==> src/rtl/dsf_pkg.sv <==
package dsf_pkg;
  localparam int K     = 5;   // window side
  localparam int TAPS  = K * K;
  localparam int FRAC  = 7;   // fractional bits kept in the accumulator

  // Right-shift amount of the weight at flat tap index t (row-major,
  // index 0 = newest row / newest column); -1 means weight zero.
  function automatic int tap_shift(input int t);
    int dr, dc, md;
    dr = 2 - (t / K);
    dc = 2 - (t % K);
    md = (dr < 0 ? -dr : dr) + (dc < 0 ? -dc : dc);
    case (md)
      0:       return 3;
      1:       return 6;
      2:       return 7;
      default: return -1;
    endcase
  endfunction

  function automatic logic [TAPS-1:0] diamond_mask();
    logic [TAPS-1:0] m;
    for (int t = 0; t < TAPS; t++) m[t] = (tap_shift(t) >= 0);
    return m;
  endfunction

  // One tap scaled into FRAC fractional bits.
  function automatic logic [31:0] scaled_tap(input logic [31:0] x, input int t);
    if (tap_shift(t) < 0) return '0;
    return x << (FRAC - tap_shift(t));
  endfunction
endpackage

==> src/rtl/dsf_scan_ctrl.sv <==
module dsf_scan_ctrl #(
  parameter int IMG_W = 12,
  parameter int IMG_H = 6
) (
  input  logic                      clk,
  input  logic                      rst_n,
  input  logic                      in_valid,
  input  logic                      in_sof,
  input  logic                      in_sol,
  output logic                      adv,
  output logic                      draining,
  output logic                      win_fresh,
  output logic [dsf_pkg::TAPS-1:0]  tap_mask
);
  localparam int LAG = 2 * IMG_W + 2;
  localparam int CW  = (IMG_W > 1) ? $clog2(IMG_W) : 1;
  localparam int RW  = (IMG_H > 1) ? $clog2(IMG_H) : 1;
  localparam int LW  = $clog2(LAG + 1);
  localparam logic [dsf_pkg::TAPS-1:0] DIAMOND = dsf_pkg::diamond_mask();

  logic          frame_open;
  logic [RW-1:0] in_r, nxt_r, em_r, crow;
  logic [CW-1:0] in_c, nxt_c, em_c, ccol;
  logic [LW-1:0] lag_cnt, drain_left;
  logic          in_take, sof_take, last_in, emit;

  assign in_take  = in_valid && !draining && (in_sof || frame_open);
  assign sof_take = in_take && in_sof;
  assign adv      = in_take || draining;

  always_comb begin
    nxt_r = in_r;
    nxt_c = in_c;
    if (in_sof) begin
      nxt_r = '0;
      nxt_c = '0;
    end else if (in_sol) begin
      nxt_r = in_r + RW'(1);
      nxt_c = '0;
    end else begin
      nxt_c = in_c + CW'(1);
    end
  end

  assign last_in = in_take && (nxt_r == RW'(IMG_H - 1)) && (nxt_c == CW'(IMG_W - 1));
  assign emit    = adv && !sof_take && (lag_cnt == LW'(LAG));

  always_ff @(posedge clk or negedge rst_n) begin
    if (!rst_n) begin
      frame_open <= 1'b0;
      draining   <= 1'b0;
      drain_left <= '0;
      lag_cnt    <= '0;
      in_r       <= '0;
      in_c       <= '0;
      em_r       <= '0;
      em_c       <= '0;
      crow       <= '0;
      ccol       <= '0;
      win_fresh  <= 1'b0;
    end else begin
      win_fresh <= emit;
      if (in_take) begin
        in_r <= nxt_r;
        in_c <= nxt_c;
      end
      if (sof_take) begin
        frame_open <= 1'b1;
        lag_cnt    <= LW'(1);
        em_r       <= '0;
        em_c       <= '0;
      end else if (adv && lag_cnt != LW'(LAG)) begin
        lag_cnt <= lag_cnt + LW'(1);
      end
      if (last_in) begin
        frame_open <= 1'b0;
        draining   <= 1'b1;
        drain_left <= LW'(LAG);
      end else if (draining) begin
        drain_left <= drain_left - LW'(1);
        if (drain_left == LW'(1)) draining <= 1'b0;
      end
      if (emit) begin
        crow <= em_r;
        ccol <= em_c;
        if (em_c == CW'(IMG_W - 1)) begin
          em_c <= '0;
          em_r <= em_r + RW'(1);
        end else begin
          em_c <= em_c + CW'(1);
        end
      end
    end
  end

  // Tap t sits at row crow+2-t/5 and column ccol+2-t%5.
  always_comb begin
    for (int t = 0; t < dsf_pkg::TAPS; t++) begin
      int r, c;
      r = int'(crow) + 2 - t / dsf_pkg::K;
      c = int'(ccol) + 2 - t % dsf_pkg::K;
      tap_mask[t] = (r >= 0) && (r < IMG_H) && (c >= 0) && (c < IMG_W);
    end
  end


  centre_in_frame_chk: assert property (@(posedge clk) disable iff (!rst_n)
    win_fresh |-> (int'(crow) < IMG_H) && (int'(ccol) < IMG_W));


  drain_end_chk: assert property (@(posedge clk) disable iff (!rst_n)
    $fell(draining) |-> (crow == RW'(IMG_H - 1)) && (ccol == CW'(IMG_W - 1)));


  corner_taps_chk: assert property (@(posedge clk) disable iff (!rst_n)
    (win_fresh && crow == '0 && ccol == '0) |-> $countones(tap_mask & DIAMOND) == 6);


  centre_tap_chk: assert property (@(posedge clk) disable iff (!rst_n)
    win_fresh |-> tap_mask[dsf_pkg::TAPS / 2]);
endmodule

==> src/rtl/dsf_window.sv <==
module dsf_window #(
  parameter int DW    = 8,
  parameter int IMG_W = 12
) (
  input  logic                         clk,
  input  logic                         rst_n,
  input  logic                         adv,
  input  logic [DW-1:0]                pix,
  output logic [dsf_pkg::TAPS*DW-1:0]  win_flat
);
  localparam int K  = dsf_pkg::K;
  localparam int NL = K - 1;
  localparam int AW = (IMG_W > 1) ? $clog2(IMG_W) : 1;

  logic [AW-1:0]         wp;
  logic [K-1:0][DW-1:0]  row_in;
  logic [DW-1:0]         win_q [K][K];

  assign row_in[0] = pix;

  genvar g;
  generate
    for (g = 0; g < NL; g++) begin : g_line
      logic [DW-1:0] mem [IMG_W];
      assign row_in[g+1] = mem[wp];
      always_ff @(posedge clk) begin
        if (adv) mem[wp] <= row_in[g];
      end
    end
  endgenerate

  always_ff @(posedge clk or negedge rst_n) begin
    if (!rst_n) begin
      wp <= '0;
      for (int i = 0; i < K; i++)
        for (int j = 0; j < K; j++) win_q[i][j] <= '0;
    end else if (adv) begin
      wp <= (wp == AW'(IMG_W - 1)) ? '0 : wp + AW'(1);
      for (int i = 0; i < K; i++) begin
        win_q[i][0] <= row_in[i];
        for (int j = 1; j < K; j++) win_q[i][j] <= win_q[i][j-1];
      end
    end
  end

  always_comb begin
    for (int i = 0; i < K; i++)
      for (int j = 0; j < K; j++) win_flat[(i*K+j)*DW +: DW] = win_q[i][j];
  end


  stall_hold_chk: assert property (@(posedge clk) disable iff (!rst_n)
    !adv |=> $stable(win_flat));
endmodule

==> src/rtl/dsf_kernel.sv <==
module dsf_kernel #(
  parameter int DW = 8
) (
  input  logic                         clk,
  input  logic                         rst_n,
  input  logic                         fresh,
  input  logic [dsf_pkg::TAPS*DW-1:0]  win_flat,
  input  logic [dsf_pkg::TAPS-1:0]     tap_mask,
  output logic                         out_valid,
  output logic [DW-1:0]                out_data
);
  localparam int SW = DW + 6;
  localparam logic [DW-1:0] QMAX = DW'(((64'd1 << DW) - 1) >> 2);

  logic [SW-1:0] acc;

  always_comb begin
    acc = '0;
    for (int t = 0; t < dsf_pkg::TAPS; t++) begin
      if (tap_mask[t])
        acc = acc + SW'(dsf_pkg::scaled_tap(32'(win_flat[t*DW +: DW]), t));
    end
  end

  always_ff @(posedge clk or negedge rst_n) begin
    if (!rst_n) begin
      out_valid <= 1'b0;
      out_data  <= '0;
    end else begin
      out_valid <= fresh;
      if (fresh) out_data <= DW'(acc >> dsf_pkg::FRAC);
    end
  end


  quarter_gain_chk: assert property (@(posedge clk) disable iff (!rst_n)
    out_valid |-> out_data <= QMAX);
endmodule

==> src/rtl/diamond_smooth3.sv <==
module diamond_smooth3 #(
  parameter int DW    = 8,
  parameter int IMG_W = 12,
  parameter int IMG_H = 6
) (
  input  logic          clk,
  input  logic          rst_n,
  input  logic          in_valid,
  input  logic          in_sof,
  input  logic          in_sol,
  input  logic [DW-1:0] in_a,
  input  logic [DW-1:0] in_b,
  input  logic [DW-1:0] in_c,
  output logic          out_valid,
  output logic [DW-1:0] out_a,
  output logic [DW-1:0] out_b,
  output logic [DW-1:0] out_c
);
  localparam int NCH = 3;

  logic                        adv, draining, win_fresh;
  logic [dsf_pkg::TAPS-1:0]    tap_mask;
  logic [NCH-1:0][DW-1:0]      ch_in, ch_out;
  logic [NCH-1:0]              ch_valid;

  dsf_scan_ctrl #(.IMG_W(IMG_W), .IMG_H(IMG_H)) ctrl_i (
    .clk(clk), .rst_n(rst_n), .in_valid(in_valid), .in_sof(in_sof), .in_sol(in_sol),
    .adv(adv), .draining(draining), .win_fresh(win_fresh), .tap_mask(tap_mask)
  );

  assign ch_in[0] = draining ? '0 : in_a;
  assign ch_in[1] = draining ? '0 : in_b;
  assign ch_in[2] = draining ? '0 : in_c;

  genvar g;
  generate
    for (g = 0; g < NCH; g++) begin : g_ch
      logic [dsf_pkg::TAPS*DW-1:0] win_flat;
      dsf_window #(.DW(DW), .IMG_W(IMG_W)) win_i (
        .clk(clk), .rst_n(rst_n), .adv(adv), .pix(ch_in[g]), .win_flat(win_flat)
      );
      dsf_kernel #(.DW(DW)) ker_i (
        .clk(clk), .rst_n(rst_n), .fresh(win_fresh), .win_flat(win_flat),
        .tap_mask(tap_mask), .out_valid(ch_valid[g]), .out_data(ch_out[g])
      );
    end
  endgenerate

  assign out_valid = ch_valid[0];
  assign out_a     = ch_out[0];
  assign out_b     = ch_out[1];
  assign out_c     = ch_out[2];


  lanes_aligned_chk: assert property (@(posedge clk) disable iff (!rst_n)
    (ch_valid[0] == ch_valid[1]) && (ch_valid[1] == ch_valid[2]));
endmodule

==> config.mk <==
export PLATFORM = sky130hd
export DESIGN_NAME = diamond_smooth3
export DESIGN_NICKNAME = d
export VERILOG_FILES = /design/src/rtl/dsf_pkg.sv /design/src/rtl/dsf_scan_ctrl.sv /design/src/rtl/dsf_window.sv /design/src/rtl/dsf_kernel.sv /design/src/rtl/diamond_smooth3.sv
export SDC_FILE = /design/constraint.sdc
export NUM_CORES = 2
export LEC_CHECK = 0
export ABC_AREA = 0
export BUFFER_PORTS_ARGS = -buffer_cell sky130_fd_sc_hd__clkbuf_2
export CAP_MARGIN = 0
export CORE_MARGIN = 1.5
export CORE_UTILIZATION = 58
export CTS_BUF_LIST = sky130_fd_sc_hd__clkbuf_8 sky130_fd_sc_hd__clkbuf_16
export DETAILED_ROUTE_END_ITERATION = 8
export GPL_ROUTABILITY_DRIVEN = 1
export PLACE_DENSITY = 0.81
export SYNTH_ARGS = -nofsm -noshare
export SYNTH_HDL_FRONTEND = slang
export SYNTH_SLANG_ARGS = --single-unit
==> constraint.sdc <==
create_clock -name clk -period 21.8 [get_ports clk]
set_input_delay 4.36 -clock clk [delete_from_list [all_inputs] [get_ports clk]]
set_output_delay 4.36 -clock clk [all_outputs]
set_load 0.01 [all_outputs]
### After elaboration in Yosys (flattened, before gate mapping)

Memory sizes are Yosys's and may differ from the RTL's. A register that Yosys moved wholly into a read port is not among the register bits.
Index checks and enable logic that the tools add are counted.

| word-level totals | value |
|---|---|
| flip-flop bits (word level) | 644 |
| bits in latches | 0 |
| memory bits (writable) | 1,152 |
| bits in read-only memories | 0 |
| input bits | 29 |
| memories | 12 |

| cells by class | value |
|---|---|
| add/sub/neg operators | 116 |
| multipliers | 0 |
| divide/modulo/power cells | 0 |
| order comparisons | 45 |
| equality and inequality tests | 9 |
| shift operators | 75 |
| muxes and demuxes | 399 |
| bitwise logic cells | 0 |
| reductions and logical operators | 74 |

Memories:

| name | words | width | read ports | clocked after Yosys merged registers in | wr ports | RTL line | source |
|---|---|---|---|---|---|---|---|
| g_ch[0].win_i.g_line[0].mem | 12 | 8 | 1 | 0 | 1 | dsf_window.sv:24 | `logic [DW-1:0] mem [IMG_W];` |
| g_ch[0].win_i.g_line[1].mem | 12 | 8 | 1 | 0 | 1 | dsf_window.sv:24 |  |
| g_ch[0].win_i.g_line[2].mem | 12 | 8 | 1 | 0 | 1 | dsf_window.sv:24 |  |
| g_ch[0].win_i.g_line[3].mem | 12 | 8 | 1 | 1 | 1 | dsf_window.sv:24 |  |
| g_ch[1].win_i.g_line[0].mem | 12 | 8 | 1 | 0 | 1 | dsf_window.sv:24 |  |
| g_ch[1].win_i.g_line[1].mem | 12 | 8 | 1 | 0 | 1 | dsf_window.sv:24 |  |
| +6 memories | - | - | - | - | - | - |  |

Operators with widths:

| operator | count |
|---|---|
| 2-to-1 mux 14 bit | 247 |
| 2-to-1 mux 32 bit | 75 |
| left shift 8 x 32 -> 14 bit | 75 |
| adder 14 bit | 72 |
| < comparator 32 x 1 -> 1 bit (second input constant) | 25 |
| subtractor 4 x 32 -> 32 bit (first input constant) | 25 |
| greater-or-equal comparator 32 x 1 -> 1 bit (second input constant) | 10 |
| < comparator 32 x 4 -> 1 bit (second input constant) | 5 |
| < comparator 32 x 5 -> 1 bit (second input constant) | 5 |
| subtractor 32 x 3 -> 32 bit (second input constant) | 4 |
| subtractor 32 x 2 -> 32 bit (second input constant) | 2 |
| subtractor 32 x 4 -> 32 bit (second input constant) | 2 |
| logical AND 1 bit | 63 |
| 2-to-1 mux 1 bit | 57 |
| 2-to-1 mux 4 bit | 8 |
| 2-to-1 mux 8 bit | 3 |
| adder 4 x 1 -> 4 bit (second input constant) | 5 |
| == test 4 bit (second input constant) | 5 |
| 2-to-1 mux 5 bit | 4 |
| 2-to-1 mux 3 bit | 5 |
| nonzero test 2 bit | 4 |
| adder 3 x 1 -> 3 bit (second input constant) | 2 |
| adder 4 x 2 -> 5 bit (second input constant) | 1 |
| adder 5 x 1 -> 5 bit (second input constant) | 1 |
| 8 further kinds | 13 |

### Longest topological paths before layout

| logic depth | value |
|---|---|
| word-level depth | 63 |
| gate-level depth with buffers | 74 |
| mapped depth without buffers | 71 |

### Cells and area by module

From an unflattened synthesis, not the netlist that was laid out.

| unflattened totals | value |
|---|---|
| cells, all modules | 6,191 |
| area, all modules | 88,143.3 um^2 |

Modules (own cells, without submodules):

| module | instances | cells an instance | area an instance (um^2) |
|---|---|---|---|
| dsf_window (g_ch[0].win_i ...) | 2 | 1,133 | 22,326.4 |
| dsf_window (g_ch[1].win_i) | 1 | 1,150 | 22,439.0 |
| dsf_kernel (g_ch[0].ker_i ...) | 2 | 794 | 5,916.9 |
| dsf_kernel (g_ch[2].ker_i) | 1 | 894 | 6,641.4 |
| dsf_scan_ctrl | 1 | 267 | 2,363.5 |
| diamond_smooth3 | 1 | 26 | 212.7 |

### Worst setup path before layout

OpenSTA, ideal clock, no wires.

| path | value |
|---|---|
| kind | reg-to-reg |
| start | register ctrl_i.ccol[1] |
| end | register g_ch[2].ker_i.out_data[5] |
| setup time | 0.125 ns |
| arrival | 13.152 ns |
| data required time | 21.675 ns |
| setup slack | 8.523 ns |
| stages on the path, launching flop included | 68 |
| period minus slack after synthesis | 13.277 ns |
| cells stage by stage | dfrtp_1 > buf_2 > inv_1 > ha_1 > buf_2 > or2_1 > buf_2 > nor2_1 > ha_1 > nand4b_4 > nor2_1 > clkbuf_1 > clkbuf_1 > mux2_2 > ha_1 > a21oi_1 > xnor2_1 > o22ai_1 > [32 not listed] > ha_1 > xnor2_1 > mux2_2 > ha_1 > xnor2_1 > mux2_2 > ha_1 > nand4_1 > nor3_1 > o21ai_0 > a21boi_0 > o21ai_0 > o22a_1 > o21a_1 > mux2_2 > a31oi_1 > xnor2_1 > mux2_2 |

| on the way | value |
|---|---|
| cells in the longest elaborated chain, start to end | 53 |

Ends and longest elaborated chain:

| element | RTL line | source |
|---|---|---|
| start: declaration | dsf_scan_ctrl.sv:23 | `logic [CW-1:0] in_c, nxt_c, em_c, ccol;` |
| start signal: assignment | dsf_scan_ctrl.sv:85 | `ccol <= em_c;` |
| adder 4 x 2 -> 5 bit * | dsf_scan_ctrl.sv:101 | `c = int'(ccol) + 2 - t % dsf_pkg::K;` |
| branches (longest 51 deep; another with subtractor 32 x 2 -> 32 bit) | - |  |
| 2-to-1 mux 14 bit * | dsf_kernel.sv:20 | `if (tap_mask[t])` |
| end signal: assignment | dsf_kernel.sv:31 | `if (fresh) out_data <= DW'(acc >> dsf_pkg::FRAC);` |
| end: declaration | dsf_kernel.sv:10 | `output logic [DW-1:0] out_data` |

Every way passes the cells marked *.
A chain may end at the register's enable or synchronous reset.

### Worst setup path in the final report

| path | value |
|---|---|
| start | register ctrl_i.ccol[1] |
| end | register g_ch[1].ker_i.out_data[6] |

| on the way | value |
|---|---|
| cells in the longest elaborated chain, start to end | 53 |

Ends and longest elaborated chain:

| element | RTL line |
|---|---|
| adder 4 x 2 -> 5 bit * | dsf_scan_ctrl.sv:101 |
| branches (longest 51 deep; another with subtractor 32 x 2 -> 32 bit) | - |
| 2-to-1 mux 14 bit * | dsf_kernel.sv:20 |
| end signal: assignment | dsf_kernel.sv:31 |
| end: declaration | dsf_kernel.sv:10 |

Marks and branches as above.

==> results_tabular.tex <==
\begin{tabular}{lr}
\hline
Metric & Value \\
\hline
\multicolumn{2}{l}{\textbf{Outcome}} \\
Status & complete, no violations \\
\multicolumn{2}{l}{\textbf{Finish}} \\
Fraction of final layout cells sized beyond drive strength 1 & 14.7\% \\
Count of antenna diodes in the layout & 0 \\
Count of nets after finishing & 6816 \\
Area growth from synthesis to layout & 10.2\% \\
\multicolumn{2}{l}{\textbf{Critical path}} \\
Critical path buffers and inverters & 5 \\
Critical path start-end classification & reg -> reg \\
Largest fanout on the critical path & 17 \\
Delay of the slowest cell on the worst path & 0.56 ns \\
CP required & 22.55 ns \\
Crit path max-delay cell type & dfrtp\_1 \\
Launching element type of the critical path & flop \\
CP most frequent cell & ha\_1 \\
Worst endpoint data arrival time & 16.39 ns \\
Category of cells accounting for the largest share of critical-path delay & adder cells \\
Critical path endpoint category & flop \\
Crit path launch & ctrl\_i.ccol[1]\$\_DFFE\_PN0P\_ \\
Origin of the critical flop-to-flop path & ctrl\_i.ccol[1]\$\_DFFE\_PN0P\_ \\
\multicolumn{2}{l}{\textbf{Routing}} \\
DRC & 0 \\
DR vias/cell & 6.19 \\
Number of nets still failing antenna checks after routing & 0 \\
Pre-Repair DR Iteration Count & 6 \\
Wirelength per Cell & 22.9 µm \\
Initial DRC Count & 5417 \\
Detailed Route WL & 193000 µm \\
Via count & 52200 \\
\multicolumn{2}{l}{\textbf{Job}} \\
Maximum Capacitance Violations & 0 \\
\multicolumn{2}{l}{\textbf{Die}} \\
Width of the die & 377 µm \\
Die area & 142000 µm² \\
Core Footprint & 138000 µm² \\
Die Y-Extent & 377 µm \\
I/O pin total & 54 \\
Site Rows & 136 \\
Initial core utilization & 58.7\% \\
\multicolumn{2}{l}{\textbf{Global route}} \\
Maximum number of pins on one net before global-route repair & 137 \\
Initial antenna violation count & 4 \\
Via count of the first global-routing pass & 52500 \\
First-pass GRT wire length & 302000 µm \\
GRT Residual Overflow & 0 \\
Global routing usage summed across all routing layers & 27.5\% \\
\multicolumn{2}{l}{\textbf{Timing}} \\
Clock tree skew after final layout & 0.0308 ns \\
Number of pins exceeding their max-slew limit in the final report & 0 \\
Slew at the pin closest to its max-slew limit & 1.39 ns \\
Accumulated negative setup slack & 0 ns \\
Final hold viol count & 0 \\
Final-report setup violation count & 0 \\
Final critical-path required period & 15.64 ns \\
Max frequency & 0.0639 GHz \\
Setup repair after global routing missed its margin & no \\
Rel. slew slack & 6.53\% \\
Final Cycle Share & 71.7\% \\
\multicolumn{2}{l}{\textbf{Min path}} \\
Hold Path Class & reg -> reg \\
Launch point of the worst hold path & g\_ch[1].win\_i.win\_flat[23]\$\_DFFE\_PN0N\_ \\
\multicolumn{2}{l}{\textbf{Yosys}} \\
Synth Warn \# & 0 \\
Flop and latch count out of synthesis & 1676 \\
Proportion of netlist area held by the largest area contributor & 42.7\% \\
Count of different cell masters after synthesis & 105 \\
Area of the mapped netlist & 81000 µm² \\
Library cell occupying the most area in the post-synthesis netlist & edfxtp\_1 \\
Proportion of register bits with asynchronous set or reset after synthesis & 31.3\% \\
Sequential cell area fraction in the yosys report & 58.9\% \\
Count of mapped cells out of synthesis & 6357 \\
Most used flip-flop cell after synthesis & edfxtp\_1 \\
Cell types with the largest area share after synthesis & edfxtp\_1 (43\%), dfrtp\_1 (16\%), mux4\_2 (8.0\%) \\
Count of flip-flops with a built-in enable after synthesis & 1152 \\
Per-instance average area after synthesis & 12.7 µm² \\
\multicolumn{2}{l}{\textbf{Clocking}} \\
Count of cells resized by post-cts repair & 0 \\
TritonCTS Sinks & 1676 \\
Later-pin clock latency in the skew report & 0.83 ns \\
Clock transition at the registers of the reported paths & 0.06 ns \\
Hold-fix buffers at CTS & 0 \\
Maximum count of clock buffers along a single path & 3 \\
Clock Root Buffer & clkbuf\_16 \\
Clock tree from TritonCTS & yes \\
Post-CTS setup buffer count & 0 \\
Number of clock buffers inserted by TritonCTS & 169 \\
Clock H-tree levels & 4 \\
\multicolumn{2}{l}{\textbf{Place}} \\
Count of port buffers added during placement & 50 \\
Weighted congestion reported at the end of routability-driven placement & 0.910 \\
Placed wire-length estimate & 117000 µm \\
\hline
\end{tabular}
## kinds of logic after synthesis
group / after synthesis / synth area share, %
adders and majority gates: 361 / 5.88
xor gates and xnor gates: 224 / 2.49
AOI/OAI and AO/OA: 1086 / 8.34
buffers and inverters: 487 / 2.30
DFF: 1676 / 58.9
other: 1 / 0.00463
and+or+nand+nor: 1948 / 10.3
muxes: 574 / 11.8
## metrics by stage
step / std cells / area, µm² / hold WS, ns / utilization [%] / worst slack [ns]
floorplan: 6359 / 81100 / 0.352 / - / 8.52
global placement: 8116 / 83700 / 0.443 / 60.7 / 7.05
detailed placement: 8116 / 83700 / 0.448 / 60.7 / 6.46
CTS: 8431 / 89300 / 0.455 / 64.7 / 6.45
global route: 8434 / 89300 / 0.482 / 64.7 / 5.09
finish: 8434 / 89300 / 0.458 / 64.7 / 6.16
## final timing paths
kind / endpoint / slack (ns) / cells past startpoint
max reg2reg: g_ch[1].ker_i.out_data[6]$_DFFE_PN0P_ / 6.16 / 69
min reg2reg: g_ch[1].win_i.win_flat[23]$_DFFE_PN0N_ / 0.46 / 2
min in group asynchronous: g_ch[1].win_i.win_flat[161]$_DFFE_PN0N_ / 3.58 / 1
min: g_ch[1].win_i.win_flat[23]$_DFFE_PN0N_ / 0.46 / 2
max: g_ch[1].ker_i.out_data[6]$_DFFE_PN0P_ / 6.16 / 69
max in group asynchronous: ctrl_i.in_c[0]$_DFFE_PN0P_ / 14.30 / 5
## area by class of cell
cell class                 instances  area [µm²]
sequential                      1676       47700
clock buffer                     178        4360
clock inverter                   137        1240
tap                             1863        2330
timing repair buffer             181        1250
fill                            9542       48700
multi-input combinational       4196       31600
inverter                         203         762
## state kept, by name (all words and copies together), names as in the netlist
signal	cells
ctrl_i.ccol	4
ctrl_i.crow	3
ctrl_i.drain_left	5
ctrl_i.draining	1
ctrl_i.em_c	4
ctrl_i.em_r	3
ctrl_i.frame_open	1
ctrl_i.in_c	4
ctrl_i.in_r	3
ctrl_i.lag_cnt	5
ctrl_i.win_fresh	1
g_ch.ker_i.out_data	21
g_ch.ker_i.out_valid	1
g_ch.win_i.g_line.mem	1152
g_ch.win_i.win_flat	456
g_ch.win_i.wp	12
## placed cells by master, fill, tap and decap left out, types with 68 or more instances in the layout
cell / n
a21o_1: 99
clkbuf_16: 170
mux2_2: 163
o21ai_0: 325
buf_4: 127
xor2_1: 68
xnor2_1: 151
mux2i_1: 123
edfxtp_1: 1152
mux4_2: 288
nand2_1: 1283
ha_1: 327
nor2_1: 228
a21oi_1: 280
nor2b_1: 95
inv_1: 242
dfrtp_1: 513
## Yosys cell counts, types with 21 or more instances
cell type	n
nor2_1	240
a21oi_1	282
a22o_1	28
edfxtp_1	1152
nand2_1	1283
mux4_2	288
nand3_1	53
a211oi_1	34
nor2b_1	96
xnor2_1	151
xor2_1	68
and3_1	31
mux2_2	163
o21ai_0	341
dfrtp_1	524
buf_1	43
fa_1	33
and2_1	39
ha_1	327
o22ai_1	24
a21o_1	99
clkbuf_1	227
nand2b_1	46
o21bai_1	36
a31oi_1	24
mux2i_1	123
nor3_1	61
inv_1	202
o21a_1	47
o211ai_1	21
## tightest hold or removal path, stage by stage, from the launching register on
cell and delay [ns]:
dfrtp_1 0.33, nand2_1 0.05, nand2_1 0.05
## metal layers
metal  up-vias  wire [µm]  GRT usage, %
met5         -         55             0
met4         8       5880          9.41
met3       419      14900          4.49
met2      2216      93600          45.0
met1     26100      78700          37.8
li1      23400          -             -
Power is not shown: default switching activity piles up to over one toggle a cycle in this logic, so the estimate is an artifact.
